`src/rtl/mrt_pkg.sv`:
```
package mrt_pkg;
   typedef enum logic [1:0] {
      ST_IDLE = 2'd0,
      ST_RUN  = 2'd1,
      ST_DONE = 2'd2
   } mrt_state_e;
endpackage

```
`src/rtl/mrt_pick.sv`:
```
// Selects the next register to visit: lowest set bit or highest set bit.
module mrt_pick #(
   parameter int NREG = 16,
   localparam int IW = $clog2(NREG)
) (
   input  logic [NREG-1:0] mask,
   input  logic            from_top,
   output logic [IW-1:0]   idx
);
   logic [IW-1:0] lo_idx;
   logic [IW-1:0] hi_idx;

   always_comb begin
      lo_idx = '0;
      for (int i = NREG - 1; i >= 0; i--) begin
         if (mask[i]) lo_idx = IW'(i);
      end
   end

   always_comb begin
      hi_idx = '0;
      for (int i = 0; i < NREG; i++) begin
         if (mask[i]) hi_idx = IW'(i);
      end
   end

   assign idx = from_top ? hi_idx : lo_idx;
endmodule

```
`src/rtl/mrt_rules.sv`:
```
// Counts the mask and judges the encoding restrictions.
module mrt_rules #(
   parameter int NREG   = 16,
   parameter int SP_IDX = 13,
   parameter int LR_IDX = 14,
   parameter int PC_IDX = 15,
   localparam int IW = $clog2(NREG),
   localparam int CW = $clog2(NREG + 1)
) (
   input  logic [NREG-1:0] mask,
   input  logic [IW-1:0]   base_idx,
   input  logic            is_load,
   input  logic            wb,
   output logic            illegal,
   output logic [CW-1:0]   count
);
   logic [CW-1:0] part [NREG+1];
   assign part[0] = '0;
   for (genvar g = 0; g < NREG; g++) begin : g_cnt
      assign part[g+1] = part[g] + CW'(mask[g]);
   end
   assign count = part[NREG];

   logic bad_base, bad_sp, bad_empty, bad_st_pc, bad_ld_pclr, bad_wb_self;
   assign bad_base    = (base_idx == IW'(PC_IDX));
   assign bad_sp      = mask[SP_IDX];
   assign bad_empty   = (mask == '0);
   assign bad_st_pc   = !is_load && mask[PC_IDX];
   assign bad_ld_pclr = is_load && mask[PC_IDX] && mask[LR_IDX];
   assign bad_wb_self = wb && mask[base_idx];
   assign illegal = bad_base | bad_sp | bad_empty | bad_st_pc | bad_ld_pclr | bad_wb_self;
endmodule

```
`src/rtl/mrt_seq.sv`:
```
module mrt_seq #(
   parameter int NREG       = 16,
   parameter int AW         = 32,
   parameter int WORD_BYTES = 4,
   parameter int SP_IDX     = 13,
   parameter int LR_IDX     = 14,
   parameter int PC_IDX     = 15,
   localparam int IW = $clog2(NREG),
   localparam int CW = $clog2(NREG + 1)
) (
   input  logic            clk,
   input  logic            rst,
   input  logic            req_valid,
   output logic            req_ready,
   input  logic [NREG-1:0] req_mask,
   input  logic [IW-1:0]   req_base_idx,
   input  logic [AW-1:0]   req_base,
   input  logic            req_dec,
   input  logic            req_load,
   input  logic            req_wb,
   input  logic            req_stack,
   output logic            xfer_valid,
   input  logic            xfer_ready,
   output logic [IW-1:0]   xfer_idx,
   output logic [AW-1:0]   xfer_addr,
   output logic            xfer_load,
   input  logic [AW-1:0]   xfer_rdata,
   output logic            done_valid,
   input  logic            done_ready,
   output logic            done_illegal,
   output logic            done_wb_en,
   output logic [IW-1:0]   done_wb_idx,
   output logic [AW-1:0]   done_wb_value,
   output logic            done_fault,
   output logic            done_branch,
   output logic [AW-1:0]   done_target
);
   import mrt_pkg::*;

   localparam logic [AW-1:0] STEP = AW'(WORD_BYTES);

   if (NREG <= PC_IDX || NREG <= SP_IDX || NREG <= LR_IDX) begin : g_bad_nreg
      $error("mrt_seq: NREG must cover the special register indices");
   end
   if ((1 << IW) != NREG) begin : g_bad_pow2
      $error("mrt_seq: NREG must be a power of two");
   end
   if (WORD_BYTES < 1 || AW < 2) begin : g_bad_word
      $error("mrt_seq: word size parameters out of range");
   end

   mrt_state_e     st;
   logic [NREG-1:0] rem_q;
   logic [AW-1:0]   addr_q;
   logic            dec_q, ld_q, wb_q, ill_q, fault_q, branch_q;
   logic [IW-1:0]   bidx_q;
   logic [AW-1:0]   wbv_q, tgt_q;

   // Effective request after the stack alias is applied
   logic [IW-1:0] eff_idx;
   logic          eff_wb, eff_dec;
   assign eff_idx = req_stack ? IW'(SP_IDX) : req_base_idx;
   assign eff_wb  = req_stack | req_wb;
   assign eff_dec = req_stack ? ~req_load : req_dec;

   logic          rule_ill;
   logic [CW-1:0] rule_cnt;
   mrt_rules #(.NREG(NREG), .SP_IDX(SP_IDX), .LR_IDX(LR_IDX), .PC_IDX(PC_IDX)) rules_i (
      .mask(req_mask), .base_idx(eff_idx), .is_load(req_load), .wb(eff_wb),
      .illegal(rule_ill), .count(rule_cnt)
   );

   logic [IW-1:0] cur_idx;
   mrt_pick #(.NREG(NREG)) pick_i (.mask(rem_q), .from_top(dec_q), .idx(cur_idx));

   logic [AW-1:0] span;
   assign span = (AW'(rule_cnt) - AW'(1)) * STEP;

   logic accept, fire;
   logic [NREG-1:0] rem_clr;
   assign accept  = req_valid && req_ready;
   assign fire    = xfer_valid && xfer_ready;
   assign rem_clr = rem_q & ~(NREG'(1) << cur_idx);

   always_ff @(posedge clk) begin
      if (rst) begin
         st       <= ST_IDLE;
         rem_q    <= '0;
         addr_q   <= '0;
         dec_q    <= 1'b0;
         ld_q     <= 1'b0;
         wb_q     <= 1'b0;
         ill_q    <= 1'b0;
         fault_q  <= 1'b0;
         branch_q <= 1'b0;
         bidx_q   <= '0;
         wbv_q    <= '0;
         tgt_q    <= '0;
      end else begin
         case (st)
            ST_IDLE: if (accept) begin
               dec_q    <= eff_dec;
               ld_q     <= req_load;
               wb_q     <= eff_wb;
               bidx_q   <= eff_idx;
               ill_q    <= rule_ill;
               fault_q  <= 1'b0;
               branch_q <= 1'b0;
               tgt_q    <= '0;
               addr_q   <= req_base;
               wbv_q    <= eff_dec ? req_base - span : req_base + span;
               rem_q    <= rule_ill ? '0 : req_mask;
               st       <= rule_ill ? ST_DONE : ST_RUN;
            end
            ST_RUN: if (fire) begin
               rem_q  <= rem_clr;
               addr_q <= dec_q ? addr_q - STEP : addr_q + STEP;
               if (ld_q && cur_idx == IW'(PC_IDX)) begin
                  if (xfer_rdata[0]) begin
                     branch_q <= 1'b1;
                     tgt_q    <= {xfer_rdata[AW-1:1], 1'b0};
                  end else begin
                     fault_q  <= 1'b1;
                  end
               end
               if (rem_clr == '0) st <= ST_DONE;
            end
            ST_DONE: if (done_ready) st <= ST_IDLE;
            default: st <= ST_IDLE;
         endcase
      end
   end

   assign req_ready     = (st == ST_IDLE);
   assign xfer_valid    = (st == ST_RUN);
   assign xfer_idx      = cur_idx;
   assign xfer_addr     = addr_q;
   assign xfer_load     = ld_q;
   assign done_valid    = (st == ST_DONE);
   assign done_illegal  = ill_q;
   assign done_wb_en    = wb_q & ~ill_q;
   assign done_wb_idx   = bidx_q;
   assign done_wb_value = wbv_q;
   assign done_fault    = fault_q;
   assign done_branch   = branch_q;
   assign done_target   = tgt_q;

   p_step_up_r1: assert property (@(posedge clk) disable iff (rst)
      (xfer_valid && xfer_ready && !dec_q) |=>
         (!xfer_valid || (xfer_addr == $past(xfer_addr) + STEP && xfer_idx > $past(xfer_idx))));

   p_step_down_r2: assert property (@(posedge clk) disable iff (rst)
      (xfer_valid && xfer_ready && dec_q) |=>
         (!xfer_valid || (xfer_addr == $past(xfer_addr) - STEP && xfer_idx < $past(xfer_idx))));

   p_no_wb_on_ill_r3: assert property (@(posedge clk) disable iff (rst)
      (done_valid && done_illegal) |-> !done_wb_en);

   p_ill_fast_r5: assert property (@(posedge clk) disable iff (rst)
      (req_valid && req_ready && rule_ill) |=> (done_valid && done_illegal && !xfer_valid));

   p_pc_excl_r6: assert property (@(posedge clk) disable iff (rst)
      done_valid |-> !(done_fault && done_branch));

   p_hold_r7: assert property (@(posedge clk) disable iff (rst)
      (xfer_valid && !xfer_ready) |=> (xfer_valid && $stable(xfer_idx) && $stable(xfer_addr)));

   p_busy_r8: assert property (@(posedge clk) disable iff (rst)
      (req_valid && req_ready) |=> !req_ready);
endmodule

```
`config.mk`:
```
export PLATFORM = sky130hd
export DESIGN_NAME = mrt_seq
export DESIGN_NICKNAME = d
export VERILOG_FILES = /design/src/rtl/mrt_pkg.sv /design/src/rtl/mrt_pick.sv /design/src/rtl/mrt_rules.sv /design/src/rtl/mrt_seq.sv
export SDC_FILE = /design/constraint.sdc
export NUM_CORES = 1
export LEC_CHECK = 0
export ABC_AREA = 1
export BUFFER_PORTS_ARGS = -buffer_cell sky130_fd_sc_hd__buf_2
export CAP_MARGIN = 10
export CORE_UTILIZATION = 25
export CTS_CLUSTER_DIAMETER = 100
export DETAILED_ROUTE_END_ITERATION = 8
export SLEW_MARGIN = 20
export SYNTH_ARGS = -nofsm -noshare
export SYNTH_HDL_FRONTEND = slang
export SYNTH_SLANG_ARGS = --single-unit
```
`constraint.sdc`:
```
create_clock -name clk -period 17.5 [get_ports clk]
set_input_delay 0 -clock clk [delete_from_list [all_inputs] [get_ports clk]]
set_output_delay 0 -clock clk [all_outputs]
set_load 0.01 [all_outputs]
```
After elaboration in Yosys (flattened, before gate mapping). Index checks and enable logic that the tools add are counted. W data, S select, Z words.

Logic and storage cells: 138. Output and inout bits: 112. Flip-flop bits (word level): 124.

$lt $le $gt $ge: 1. Equality and inequality tests: 11. Reduce and logical (&&, ||, !) cells: 17. Shift operators: 1. Bitwise operators: 11. Mux-type cells: 65. Add/sub/neg operators: 20.

Operator list (number): $mux W32 (8); $pmux W32 S2 (2); $mux W4 (26); $add A5 B1 Y5 (14); $mux W16 (3); $add A32 B3 Y32 const B (1); $add A32 B32 Y32 (1); $logic_not A16 Y1 (2); $pmux W16 S2 (1); $sub A32 B3 Y32 const B (1); $sub A32 B32 Y32 (1); $and A16 B16 Y16 (1); $not A16 Y16 (1); $shl A1 B4 Y16 const A (1); $mux W2 (7); $mux W3 (4); $ne A2 B1 Y1 const B (6); $mux W1 (10); $reduce_and A5 Y1 (2); $eq A4 B4 Y1 const B (2); $logic_and A1 B1 Y1 (7); $or A1 B1 Y1 (6); $pmux W2 S3 (1); $sub A5 B1 Y6 const B (1); 15 further kinds (17).

Logic depth before layout (Yosys ltp). Gate-level depths: netlist of run 1.

Depth in word-level cells: 24. Depth in mapped cells: 41.

By module. Synthesis of run 1 repeated with hierarchy kept, for this count alone.

Cell total of the unflattened synthesis: 1586. Area, all modules: 10117.2 µm².

Modules (own cells, without submodules): mrt_seq (instances 1, area an instance 9123.8 µm², seq. area each 2462.4 µm², cells an instance 1397); mrt_rules (instances 1, area an instance 673.1 µm², seq. area each 0.0 µm², cells an instance 107); mrt_pick (instances 1, area an instance 320.3 µm², seq. area each 0.0 µm², cells an instance 82).

Worst setup path before layout of run 1. Ideal clock, no wire load.

Path type: input -> register. Start point: input req_mask[2]. End point: register wbv_q[23], in the netlist done_wb_value[23]. Setup time: 0.117 ns. Slack: 11.346 ns. Path buffers: 0. Stages: 32. Data required time: 17.383 ns. Arrival: 6.037 ns. Cell sequence: inv_1 > fa_1 > fa_1 > fa_1 > fa_1 > fa_1 > fa_1 > ha_1 > inv_1 > nor2_1 > nand2_1 > xnor2_1 > nand3_1 > ha_1 > nand2_1 > nand2_1 > ha_1 > inv_1 > nor2_1 > nor2_1 > o21ai_2 > inv_1 > o21ai_2 > inv_1 > o21ai_2 > nand2_1 > o21ai_1 > nand2_1 > nand2_1 > o21ai_0 > a21oi_1 > nor2_1.

Word-level cells in the longest chain between the ends: 17. Elaborated cells between the ends (all ways): 18. Those cells by class: add/sub: 17; mux: 1.

Ends and longest elaborated chain: start, declared (RTL line mrt_seq.sv:15) `input logic [NREG-1:0] req_mask,`; $add A5 B1 Y5 (*) (14 in series) (RTL line mrt_rules.sv:20) `assign part[g+1] = part[g] + CW'(mask[g]);`; $sub A5 B1 Y6 (*) (RTL line mrt_seq.sv:77) `assign span = (AW'(rule_cnt) - AW'(1)) * STEP;`; $add A32 B32 Y32 / $sub A32 B32 Y32 (equally long branches) (RTL line mrt_seq.sv:111) `wbv_q <= eff_dec ? req_base - span : req_base + span;`; $mux W32 (*) (RTL line mrt_seq.sv:111); end signal, assigned (RTL line mrt_seq.sv:111); end, declared (RTL line mrt_seq.sv:57) `logic [AW-1:0] wbv_q, tgt_q;`.

Every way passes the cells marked *; elsewhere a longest branch is shown, timed or not. A chain may end at the register's enable or synchronous reset.

Final worst setup path of run 1.
Start point: input req_mask[5]. End point: register wbv_q[23], in the netlist done_wb_value[23].

Word-level cells in the longest chain between the ends: 14. Elaborated cells between the ends (all ways): 15. Those cells by class: add/sub: 14; mux: 1.

Ends and longest elaborated chain (RTL line): $add A5 B1 Y5 (*) (11 in series) (mrt_rules.sv:20); $sub A5 B1 Y6 (*) (mrt_seq.sv:77); $add A32 B32 Y32 / $sub A32 B32 Y32 (equally long branches) (mrt_seq.sv:111); $mux W32 (*) (mrt_seq.sv:111).

Marks and branches as above.

==> run_results.csv, run 1 <==
group,metric,value,unit
logic_synthesis,synthCells,1415,
critical_path,critPathMaxStageDelay,0.60,ns
cts,cts_tree,"done",
cts,htree_levels,4,
finish,stdcell_count,2153,
timing,finalSetupViolCount,0,
timing,maxClockFrequency,0.144,GHz
timing,relSlewSlack,35.7,%
finish,nNetsFinal,1846,
timing,finClkSkew,0.0114,ns
detailed_routing,wirelength,33.8,mm
detailed_routing,drt_iter0_drc,598,
critical_path,worst-r2r-setup-slack,13.49,ns
timing,drv_slew,0,
logic_synthesis,synth_area_per_cell,6.62,µm²
global_route,antenna_found_initial,1,
logic_synthesis,synth_mux_area_share,0,%
logic_synthesis,synthSimpleGateAreaFrac,27.5,%
cts,cts.clk_slew.worst_paths,0.06,ns
placement,globalplace.congestion,0.915,
critical_path,r2r.worst_path.cells,25,
critical_path,criticalPathCategory,"input pin to register",
die,design.core.area,0.0367,mm²
logic_synthesis,async_flop_share,0,%
cts,cts_made_buffers,17,
detailed_routing,drc,0,
power_and_ir_drop,power.total,2.48,mW
global_route,grt_usage,17.7,%
critical_path,cp_max_fo,7,
detailed_routing,num_vias,10239,
cts,clock_tree.buffer_depth,2,
cts,cts_sinks,123,
logic_synthesis,synth_xor_area_share,4.40,%
die,ios,205,
die,die_area,0.0382,mm²
critical_path,endpoint_kind,"register",
timing,max_slew.worst_pin.slew,0.963,ns
detailed_routing,vias_per_cell,4.76,
cts,post-cts-setup-buffers,0,
logic_synthesis,netlist-cell-type-count,57,
critical_path,regToRegStartpoint,"rem_q[13]",
placement,dp.cells,2041,
timing,fin_crit_sh,39.6,%
die,die_h,196,µm
timing,rsz0062_at_grt,"false",
power_and_ir_drop,pwr-share-seq,18.5,%
critical_path,worstSetupStartpoint,"req_mask[5]",
outcome,status,"finished clean",
detailed_routing,drtAntennaViolNets,0,
logic_synthesis,yosysSeqAreaShare,26.3,%
power_and_ir_drop,power_frac_clock,14.5,%
logic_synthesis,synth_compound_area_share,20.5,%
logic_synthesis,ys.flop_type,"dfxtp_1",
detailed_routing,wl_per_cell,15.7,µm
cts,root_buffer,"clkbuf_16",
timing,setup_slack,10.56,ns
logic_synthesis,synthAdderAreaFrac,12.1,%
logic_synthesis,synth_top_cell_area_share,26.3,%
power_and_ir_drop,p_comb_share,67.0,%
global_route,grt_pass1_wl,53.3,mm
logic_synthesis,synth_area_leaders,"dfxtp_1, nand2_1, ha_1",
cts,clock_latency,0.44,ns
logic_synthesis,syn-num-nets,1591,
die,die_x,196,µm
critical_path,crit_required,17.84,ns
power_and_ir_drop,p_int,1.17,mW
finish,fill_cells,3925,
timing,layout_min_cycle_time,6.94,ns
global_route,grt_max_degree,66,
critical_path,slowest_stage,"fa_1",
timing,fin_hold_ws,0.0247,ns
power_and_ir_drop,power_switching,1.31,mW
timing,report.final.hold_viol_count,0,
power_and_ir_drop,leakage,5.99,nW
die,rows,70,
placement,io_buffers,203,
power_and_ir_drop,sw_frac_of_total,52.8,%
global_route,overflow,0,
power_and_ir_drop,vdd_drop_max,77.4,µV
detailed_routing,firstDrtPassIters,5,
die,initial_core_util,25.5,%
placement,hpwl,25.1,mm
logic_synthesis,synth-seq-cells,123,
logic_synthesis,synth_top_family_by_area,"simple AND/OR/NAND/NOR gates",
power_and_ir_drop,power.density,204,mW/mm²
critical_path,crit_end,"done_wb_value[23]",
critical_path,cp.arrival,7.27,ns
finish,drive_gt1_share,16.9,%
logic_synthesis,synth_top_area_cell,"dfxtp_1",
hold_path,hold_class,"input pin to register",
critical_path,r2r-end,"done_target[17]",
finish,syn2layout_area_growth,30.2,%
global_route,grt_pass1_vias,10004,
placement,pre_cts_slack,10.65,ns
critical_path,crit_path_start_kind,"input pin",
logic_synthesis,synth_edf_count,0,
timing,final.setup.tns,0,ns
logic_synthesis,ys_warn_count,0,
run,maxCapViolCount,0,
logic_synthesis,syn_area,0.00937,mm²
cell usage after synthesis, types with 2 or more instances:
master	count
inv_1	160
nor2_1	145
o21ai_1	19
dfxtp_1	123
o21ai_2	5
xor2_1	31
buf_2	11
ha_1	71
nor4_2	2
nor2_2	3
nand2_2	5
o21bai_1	5
a21boi_0	2
a31oi_1	22
o21a_1	3
clkinv_1	4
a221oi_1	3
xnor2_1	11
inv_2	2
nand2_1	301
nand3_1	100
a21boi_1	3
nand3_2	4
a211oi_1	2
a21oi_1	140
fa_1	12
a21oi_2	3
or2_2	4
clkbuf_1	40
buf_4	2
nand3b_1	2
o31ai_1	6
nor3_1	9
o21ai_0	102
o211ai_1	10
nor2_4	3
or2_1	2
o22ai_1	5
o221ai_1	5
nand4_1	16
worst min-delay path by stage:
stage	startpoint	end	cells past startpoint
6_report	req_base[21]	xfer_addr[21]	5
3_5_place_dp	req_base[0]	done_wb_value[0]	3
2_1_floorplan	xfer_rdata[22]	done_target[22]	2
3_3_place_gp	req_base[1]	done_wb_value[1]	3
4_1_cts	req_base[21]	xfer_addr[21]	5
5_1_grt	req_base[21]	xfer_addr[21]	5
metrics by stage:
stage / instance area [µm²] / util, %
floorplan: 9370 / -
global placement: 10800 / 29.5
detailed placement: 10800 / 29.5
CTS: 12200 / 33.2
global route: 12200 / 33.2
finish: 12200 / 33.2
final cells by class:
cell class | count | area [µm²] | share of cell area [%]
clock buffers | 21 | 460 | 3.78
diodes | 2 | 5.00 | 0.0411
inverters | 166 | 623 | 5.11
well taps | 468 | 586 | 4.80
multi-input cells | 1071 | 6060 | 49.7
repair buffers | 291 | 1870 | 15.4
clock inverters | 11 | 120 | 0.985
flip-flops and latches | 123 | 2460 | 20.2
sequential cells by signal, summed over array words and instances, names as in the netlist:
name	cells
dec_q	1
done_illegal	1
xfer_load	1
done_target	31
rem_q	16
done_wb_value	32
wb_q	1
done_fault	1
xfer_addr	32
done_branch	1
st	2
done_wb_idx	4
metal layers:
| layer | up-vias | track usage [%] | share of wire, % |
|---|---|---|---|
| met1 | 4690 | 22.4 | 46 |
| met4 | 0 | 5.86 | 2.0 |
| met3 | 43 | 3.83 | 5.4 |
| li1 | 5227 | - | - |
| met5 | - | 0 | 0 |
| met2 | 279 | 29.7 | 46 |
cells in the final DEF, fill, tap and decap left out, types with 4 or more instances in the layout:
cell,count
o31ai_1,6
nand3_2,4
xor2_1,31
o221ai_1,5
dfxtp_1,123
nor2_2,4
clkinv_2,4
xnor2_1,11
fa_1,12
o22ai_1,5
clkbuf_16,17
o21ai_2,5
a31oi_1,22
a21oi_1,140
or2_2,4
o211ai_1,10
nand3_1,100
nor2_1,142
nor2_4,5
o21bai_1,5
nand4_1,16
inv_1,160
clkinv_1,4
ha_1,71
nand2_2,5
nand2_1,301
dlygate4sd3_1,78
o21ai_1,19
o21ai_0,102
buf_2,203
nor3_1,9
buf_4,10
repair_timing:
action / in CTS / in global routing
resized for setup: 0 / 0
hold buffers: 78 / 0
hold endpoints to repair: 72 / 0
cells by family (layout without fill, tap and decap cells):
kind of cell | Yosys count | count (layout)
xor+xnor | 44 | 44
compound gates | 342 | 342
fa+ha+maj | 83 | 83
simple gates | 601 | 601
other cells | 1 | 3
buf+inv | 221 | 489
flops | 123 | 123
power by group through the flow:
stage | clock [mW] | sequential [mW] | combinational, mW
global route | 0.381 | 0.472 | 1.88
detailed placement | 0 | 0.463 | 1.63
finish | 0.360 | 0.458 | 1.66
CTS | 0.371 | 0.458 | 1.66
global placement | 0 | 0.461 | 1.63
floorplan | 0 | 0.485 | 1.16
worst max-delay path: cells and delay by family:
family	cells	cell delay (ns)
adders and majority gates	9	3.78
and+or+nand+nor	11	1.08
buffers and inverters	7	1.02
AOI/OAI and AO/OA	6	0.97
xor gates and xnor gates	1	0.44
No activity file was read; power rests on OpenSTA's default activity.
==> inputs of run 2 (changes only) <==
==> constraint.sdc (replaced) <==
create_clock -name clk -period 6.3 [get_ports clk]
set_input_delay 0 -clock clk [delete_from_list [all_inputs] [get_ports clk]]
set_output_delay 0 -clock clk [all_outputs]
set_load 0.01 [all_outputs]
==> run 2 against run 1 <==
  * Critical endpoint is now done_wb_value[25]
  * Design area up 3.3%
  * First-iteration DRC count rose by 3.5%
  * Core utilization is 1.1 points higher
  * Highest routed layer unchanged
  * Register-to-register slack worse by 11 ns
==> run_results.csv, run 2 (synthesized netlist as in run 1, its figures left out) <==
group,metric,value,unit
outcome,status,"finished clean",
hold_path,hp-start,"xfer_rdata[0]",
finish,seq_area,0.00246,mm²
timing,rsz0062_at_grt,"false",
critical_path,path_depth,36,
cts,cts_tree,"done",
die,initial_core_util,25.5,%
detailed_routing,drc,0,
global_route,grt_usage,17.5,%
global_route,grt_pass1_vias,9938,
timing,finClkSkew,0.00796,ns
timing,fin_hold_ws,0.0318,ns
critical_path,cp.arrival,6.31,ns
finish,nNetsFinal,1879,
detailed_routing,drtAntennaViolNets,0,
power_and_ir_drop,vdd_drop_max,214,µV
global_route,overflow,0,
critical_path,regToRegStartpoint,"st[0]",
timing,maxClockFrequency,0.167,GHz
die,die_h,196,µm
timing,setup_slack,0.325,ns
finish,antennaDiodeCount,0,
finish,drive_gt1_share,21.3,%
timing,finalSetupViolCount,0,
detailed_routing,wl_per_cell,15.4,µm
detailed_routing,vias_per_cell,4.75,
power_and_ir_drop,power.density,596,mW/mm²
placement,placed_cell_area,0.0111,mm²
cts,cts_made_buffers,17,
detailed_routing,drt_iter0_drc,619,
critical_path,crit_end,"done_wb_value[25]",
cts,cts_sinks,123,
timing,max_slew.worst_pin.slew,1.07,ns
finish,mostFrequentLayoutCell,"nand2_1",
critical_path,critPathMaxStageDelay,0.58,ns
critical_path,slowest_stage,"dlygate4sd3_1",
die,die_area,0.0382,mm²
die,ios,205,
placement,pre_cts_slack,-0.148,ns
critical_path,r2r-end,"done_target[17]",
critical_path,crit_required,6.64,ns
timing,layout_min_cycle_time,5.98,ns
critical_path,worst-r2r-setup-slack,2.71,ns
power_and_ir_drop,leakage,6.17,nW
power_and_ir_drop,power.total,7.51,mW
critical_path,r2r.worst_path.cells,11,
detailed_routing,firstDrtPassIters,7,
cts,root_buffer,"clkbuf_16",
finish,multi_input_area,0.00621,mm²
global_route,grt_pass1_wl,52.4,mm
critical_path,endpoint_kind,"register",
cts,clock_tree.buffer_depth,2,
global_route,antenna_found_initial,0,
hold_path,hold_class,"input pin to register",
global_route,grt_max_degree,57,
placement,globalplace.congestion,0.927,
placement,hpwl,25.2,mm
critical_path,critPathBufInv,9,
critical_path,crit_path_start_kind,"input pin",
critical_path,worstSetupStartpoint,"req_mask[14]",
detailed_routing,num_vias,10373,
finish,fill_cells,3882,
cts,htree_levels,4,
placement,io_buffers,203,
cts,clock_latency,0.44,ns
critical_path,crit_family,"adder cells",
finish,final_cell_area,0.0126,mm²
timing,fin_crit_sh,94.8,%
timing,report.final.hold_viol_count,0,
run,maxCapViolCount,0,
hold_path,min_path_cells,3,
finish,syn2layout_area_growth,34.5,%
die,rows,70,
critical_path,crit_top_cell,"nand2_1",
finish,final_cell_mix,"nand2_1, buf_2, inv_1, nor2_1, a21oi_1",
timing,final.setup.tns,0,ns
die,design.core.area,0.0367,mm²
timing,drv_slew,0,
cts,cts.clk_slew.worst_paths,0.06,ns
die,die_x,196,µm
critical_path,criticalPathCategory,"input pin to register",
detailed_routing,wirelength,33.7,mm
critical_path,cp_max_fo,3,
timing,relSlewSlack,28.2,%
run 2: changes by cell type in the layout (fill, tap and decap cells not counted), moves of 4 or more:
cell           change
buf_4             +44
dlygate4sd3_1     -12
nand2_1            -7
nand2_2            +7
a21oi_1            -5
a21oi_2            +5
ha_1               -5
ha_4               +4
nor2_1             -4
run 2: where the power goes:
| group | leakage, nW | internal [mW] | switching (mW) |
|---|---|---|---|
| clock network | 0.290 | 0.632 | 0.396 |
| logic | 4.87 | 2.01 | 3.20 |
| registers | 1.01 | 1.05 | 0.217 |
| total | 6.17 | 3.70 | 3.81 |
run 2: stage by stage:
stage,std cells,util (%)
6_report,2184,34.3
4_1_cts,2181,33.8
3_3_place_gp,2082,30.3
3_5_place_dp,2082,30.3
5_1_grt,2184,34.3
2_1_floorplan,1415,-
run 2: worst min path at each step:
| stage | to | slack [ns] |
|---|---|---|
| 2_1_floorplan | done_target[22] | 0.16 |
| 3_3_place_gp | done_wb_value[1] | 0.25 |
| 3_5_place_dp | done_wb_value[1] | 0.27 |
| 4_1_cts | xfer_addr[21] | 0.009 |
| 5_1_grt | xfer_addr[20] | 0.05 |
| 6_report | done_fault | 0.03 |
run 2: area by class of cell:
cell class	count	area share (%)
inverter	166	4.95
clock inverter	10	0.904
clock buffer	22	3.92
tap	468	4.65
multi-input combinational	1071	49.3
sequential	123	19.5
timing repair buffer	324	16.7
run 2: repair_timing:
| item | in CTS | in global routing |
|---|---|---|
| setup endpoints to repair | 0 | 19 |
| gates resized for setup | 0 | 39 |
| setup buffers | 0 | 4 |
| endpoints found under the hold margin | 69 | 0 |
| hold buffers | 67 | 0 |
run 2: metal layers:
| metal | GRT usage, % | wire length, µm | vias to the layer above |
|---|---|---|---|
| li1 | - | - | 5287 |
| met1 | 22.6 | 15700 | 4715 |
| met2 | 28.3 | 15300 | 320 |
| met3 | 3.35 | 1690 | 51 |
| met4 | 7.55 | 987 | 0 |
| met5 | 0 | 0 | - |
run 2: worst min-delay path: cells and delay by family:
kind	cells	cell delay (ns)
AO/OA/AOI/OAI	2	0.33
buffers and inverters	1	0.09
==> inputs of run 3 (changes only) <==
--- a/config.mk
+++ b/config.mk
@@ -5,7 +5,6 @@
 export SDC_FILE = /design/constraint.sdc
 export NUM_CORES = 1
 export LEC_CHECK = 0
-export ABC_AREA = 1
 export BUFFER_PORTS_ARGS = -buffer_cell sky130_fd_sc_hd__buf_2
 export CAP_MARGIN = 10
 export CORE_UTILIZATION = 25
==> run 3 against run 2 <==
  * The run now ends with DRC, setup timing left
  * Core utilization is 2.3 points higher
  * Power is 12% lower
  * Flip-flop and latch count stayed put
  * Hold slack worse by 0.014 ns
  * Synthesized area is 2.2% lower
  * Sequential share of layout area is 0.78 points lower
  * Register-to-register slack worse by 0.90 ns
  * Combinational power is 12% lower
  * Clock power is 4% higher
  * Design area is 4.2% higher
  * Sequential power is 25% lower
  * Worst setup slack worse by 0.49 ns
==> run_results.csv, run 3 <==
group,metric,value,unit
outcome,status,"complete, but fails checks",
outcome,violations,"DRC, setup timing",
global_route,grt_usage,18.3,%
logic_synthesis,synthTopCellsByCount,"a21oi_1, dfxtp_1, nand2_1",
finish,stdcell_count,2003,
die,die_x,193,µm
timing,finClkSkew,0.00856,ns
power_and_ir_drop,leakage,5.94,nW
detailed_routing,wirelength,34.5,mm
timing,finalSetupViolCount,5,
timing,setup_slack,-0.167,ns
critical_path,slowest_stage,"fa_1",
critical_path,cp.arrival,6.78,ns
power_and_ir_drop,sw_frac_of_total,42.4,%
logic_synthesis,synthCells,1165,
timing,fin_crit_sh,103,%
die,rows,69,
critical_path,regToRegStartpoint,"dec_q",
finish,final_core_util,36.6,%
placement,io_buffers,203,
detailed_routing,drc,15,
timing,layout_min_cycle_time,6.47,ns
logic_synthesis,synth_edf_count,0,
global_route,overflow,0,
placement,dp.cells,1884,
logic_synthesis,netlist-cell-type-count,83,
finish,mostFrequentLayoutCell,"buf_2",
detailed_routing,wl_per_cell,17.2,µm
cts,htree_levels,4,
critical_path,crit_family,"adder cells",
timing,max_slew.worst_pin.slew,1.09,ns
cts,root_buffer,"clkbuf_16",
placement,placed_cell_area,0.0115,mm²
critical_path,endpoint_kind,"register",
finish,fill_cells,3715,
critical_path,worst-r2r-setup-slack,1.81,ns
detailed_routing,drt_iter0_drc,706,
critical_path,crit_required,6.61,ns
hold_path,hp-start,"req_base[12]",
placement,hpwl,25.4,mm
cts,cts.clk_slew.worst_paths,0.06,ns
finish,final_cell_area,0.0131,mm²
die,die_h,193,µm
logic_synthesis,synth_area_leaders,"dfxtp_1, ha_1, a21oi_1",
logic_synthesis,synth_top_area_cell,"dfxtp_1",
cts,clock_tree.buffer_depth,2,
timing,drv_slew,0,
power_and_ir_drop,p_int,3.81,mW
global_route,antenna_found_initial,2,
global_route,grt_pass1_wl,54.8,mm
logic_synthesis,yosysMostFrequentCell,"a21oi_1",
die,ios,205,
power_and_ir_drop,power_frac_clock,16.2,%
global_route,grt_max_degree,59,
global_route,grt_pass1_vias,9941,
detailed_routing,num_vias,10193,
detailed_routing,drtAntennaViolNets,0,
hold_path,min_to,"xfer_addr[12]",
hold_path,hold_class,"input pin to register",
critical_path,r2r-end,"st[0]",
cts,cts_made_buffers,17,
timing,rsz0062_at_grt,"true",
timing,report.final.hold_viol_count,0,
hold_path,min_path_cells,3,
logic_synthesis,synth-seq-cells,123,
critical_path,critPathMaxStageDelay,0.57,ns
run,maxCapViolCount,0,
critical_path,crit_top_cell,"fa_1",
power_and_ir_drop,pwr-share-seq,14.5,%
critical_path,worstSetupStartpoint,"req_mask[11]",
finish,drive_gt1_share,28.0,%
power_and_ir_drop,p_comb_share,69.4,%
logic_synthesis,synth_top_cell_area_share,26.9,%
logic_synthesis,syn_area,0.00916,mm²
detailed_routing,firstDrtPassIters,7,
critical_path,r2r.worst_path.cells,9,
logic_synthesis,yosysSeqAreaShare,26.9,%
critical_path,cp_max_fo,7,
placement,globalplace.congestion,0.930,
critical_path,crit_path_start_kind,"input pin",
logic_synthesis,ys_warn_count,0,
power_and_ir_drop,power.total,6.62,mW
logic_synthesis,async_flop_share,0,%
die,design.core.area,0.0358,mm²
cts,cts_sinks,123,
logic_synthesis,ys.flop_type,"dfxtp_1",
finish,final_cell_mix,"buf_2, a21oi_1, buf_4, dfxtp_1, nand2_1",
cts,clock_latency,0.43,ns
detailed_routing,vias_per_cell,5.09,
finish,syn2layout_area_growth,43.3,%
die,die_area,0.0374,mm²
logic_synthesis,synth_area_per_cell,7.86,µm²
logic_synthesis,syn-num-nets,1341,
cts,cts_tree,"done",
critical_path,criticalPathCategory,"input pin to register",
power_and_ir_drop,power.density,504,mW/mm²
timing,fin_hold_ws,0.0180,ns
power_and_ir_drop,vdd_drop_max,274,µV
timing,maxClockFrequency,0.155,GHz
timing,relSlewSlack,27.1,%
finish,nNetsFinal,1704,
die,initial_core_util,25.6,%
critical_path,critPathBufInv,4,
power_and_ir_drop,power_switching,2.81,mW
-- run 3: power groups by stage --
| stage | Combinational (mW) | Sequential [mW] | Clock (mW) |
|---|---|---|---|
| global route | 5.05 | 0.970 | 1.13 |
| global placement | 4.09 | 0.971 | 0 |
| CTS | 4.33 | 0.957 | 1.10 |
| detailed placement | 4.14 | 0.973 | 0 |
| finish | 4.59 | 0.957 | 1.07 |
| floorplan | 2.56 | 1.01 | 0 |
-- run 3: worst reg2reg max path, cell delays in order, from the launching register on --
cell           delay [ns]
dfxtp_1              0.97
clkinv_1             0.64
nor4_1               0.32
o21a_1               0.36
o31ai_1              0.16
o31a_1               0.33
a2111oi_0            0.52
and4b_1              0.36
a311oi_1             0.12
dlygate4sd3_1        0.59
-- run 3: how the worst max path moves through the flow --
stage | endpoint | slack, ns | cells after the start
4_1_cts | done_wb_value[31] | -0.19 | 28
2_1_floorplan | done_wb_value[29] | -0.47 | 27
6_report | done_wb_value[29] | -0.17 | 28
3_5_place_dp | done_wb_value[29] | -0.82 | 28
5_1_grt | done_wb_value[27] | -0.45 | 30
3_3_place_gp | done_wb_value[29] | -0.70 | 28
-- run 3: routing by layer --
metal	global-route usage, %	vias up	wire (µm)
met5	0	-	0
met2	30.4	293	16400
li1	-	5011	-
met1	23.9	4838	15700
met4	6.13	0	896
met3	3.19	51	1490
-- run 3: layout make-up --
cell class / count / area [µm²] / share of cell area (%)
Antenna cell: 2 / 5.00 / 0.0381
Clock inverter: 11 / 168 / 1.28
Multi-Input combinational cell: 919 / 6470 / 49.3
Sequential cell: 123 / 2460 / 18.8
Clock buffer: 20 / 457 / 3.48
Tap cell: 461 / 577 / 4.39
Timing Repair Buffer: 405 / 2760 / 21.0
Inverter: 62 / 233 / 1.77
-- run 3: metrics by stage --
| step | setup slack [ns] | setup TNS (ns) |
|---|---|---|
| 2_1_floorplan | -0.469 | -2.16 |
| 3_3_place_gp | -0.698 | -7.64 |
| 3_5_place_dp | -0.817 | -9.66 |
| 4_1_cts | -0.193 | -0.520 |
| 5_1_grt | -0.446 | -3.20 |
| 6_report | -0.167 | -0.634 |
-- run 3: logic make-up after synthesis --
| group | share of synthesized area, % |
|---|---|
| AND/OR/NAND/NOR | 18.6 |
| AO/OA/AOI/OAI | 31.8 |
| multiplexers | 0.710 |
| adder cells (fa/ha/maj) | 12.3 |
| other | 0.0409 |
| flip-flops | 26.9 |
| buffers and inverters | 5.16 |
| XOR/XNOR | 4.47 |
-- run 3: repair_timing --
item	CTS	global route
pin swaps	22	27
resized for setup	11	32
gates cloned	0	0
setup endpoints to repair	13	17
buffers inserted	6	6
hold buffers	74	0
hold endpoints to repair	75	0
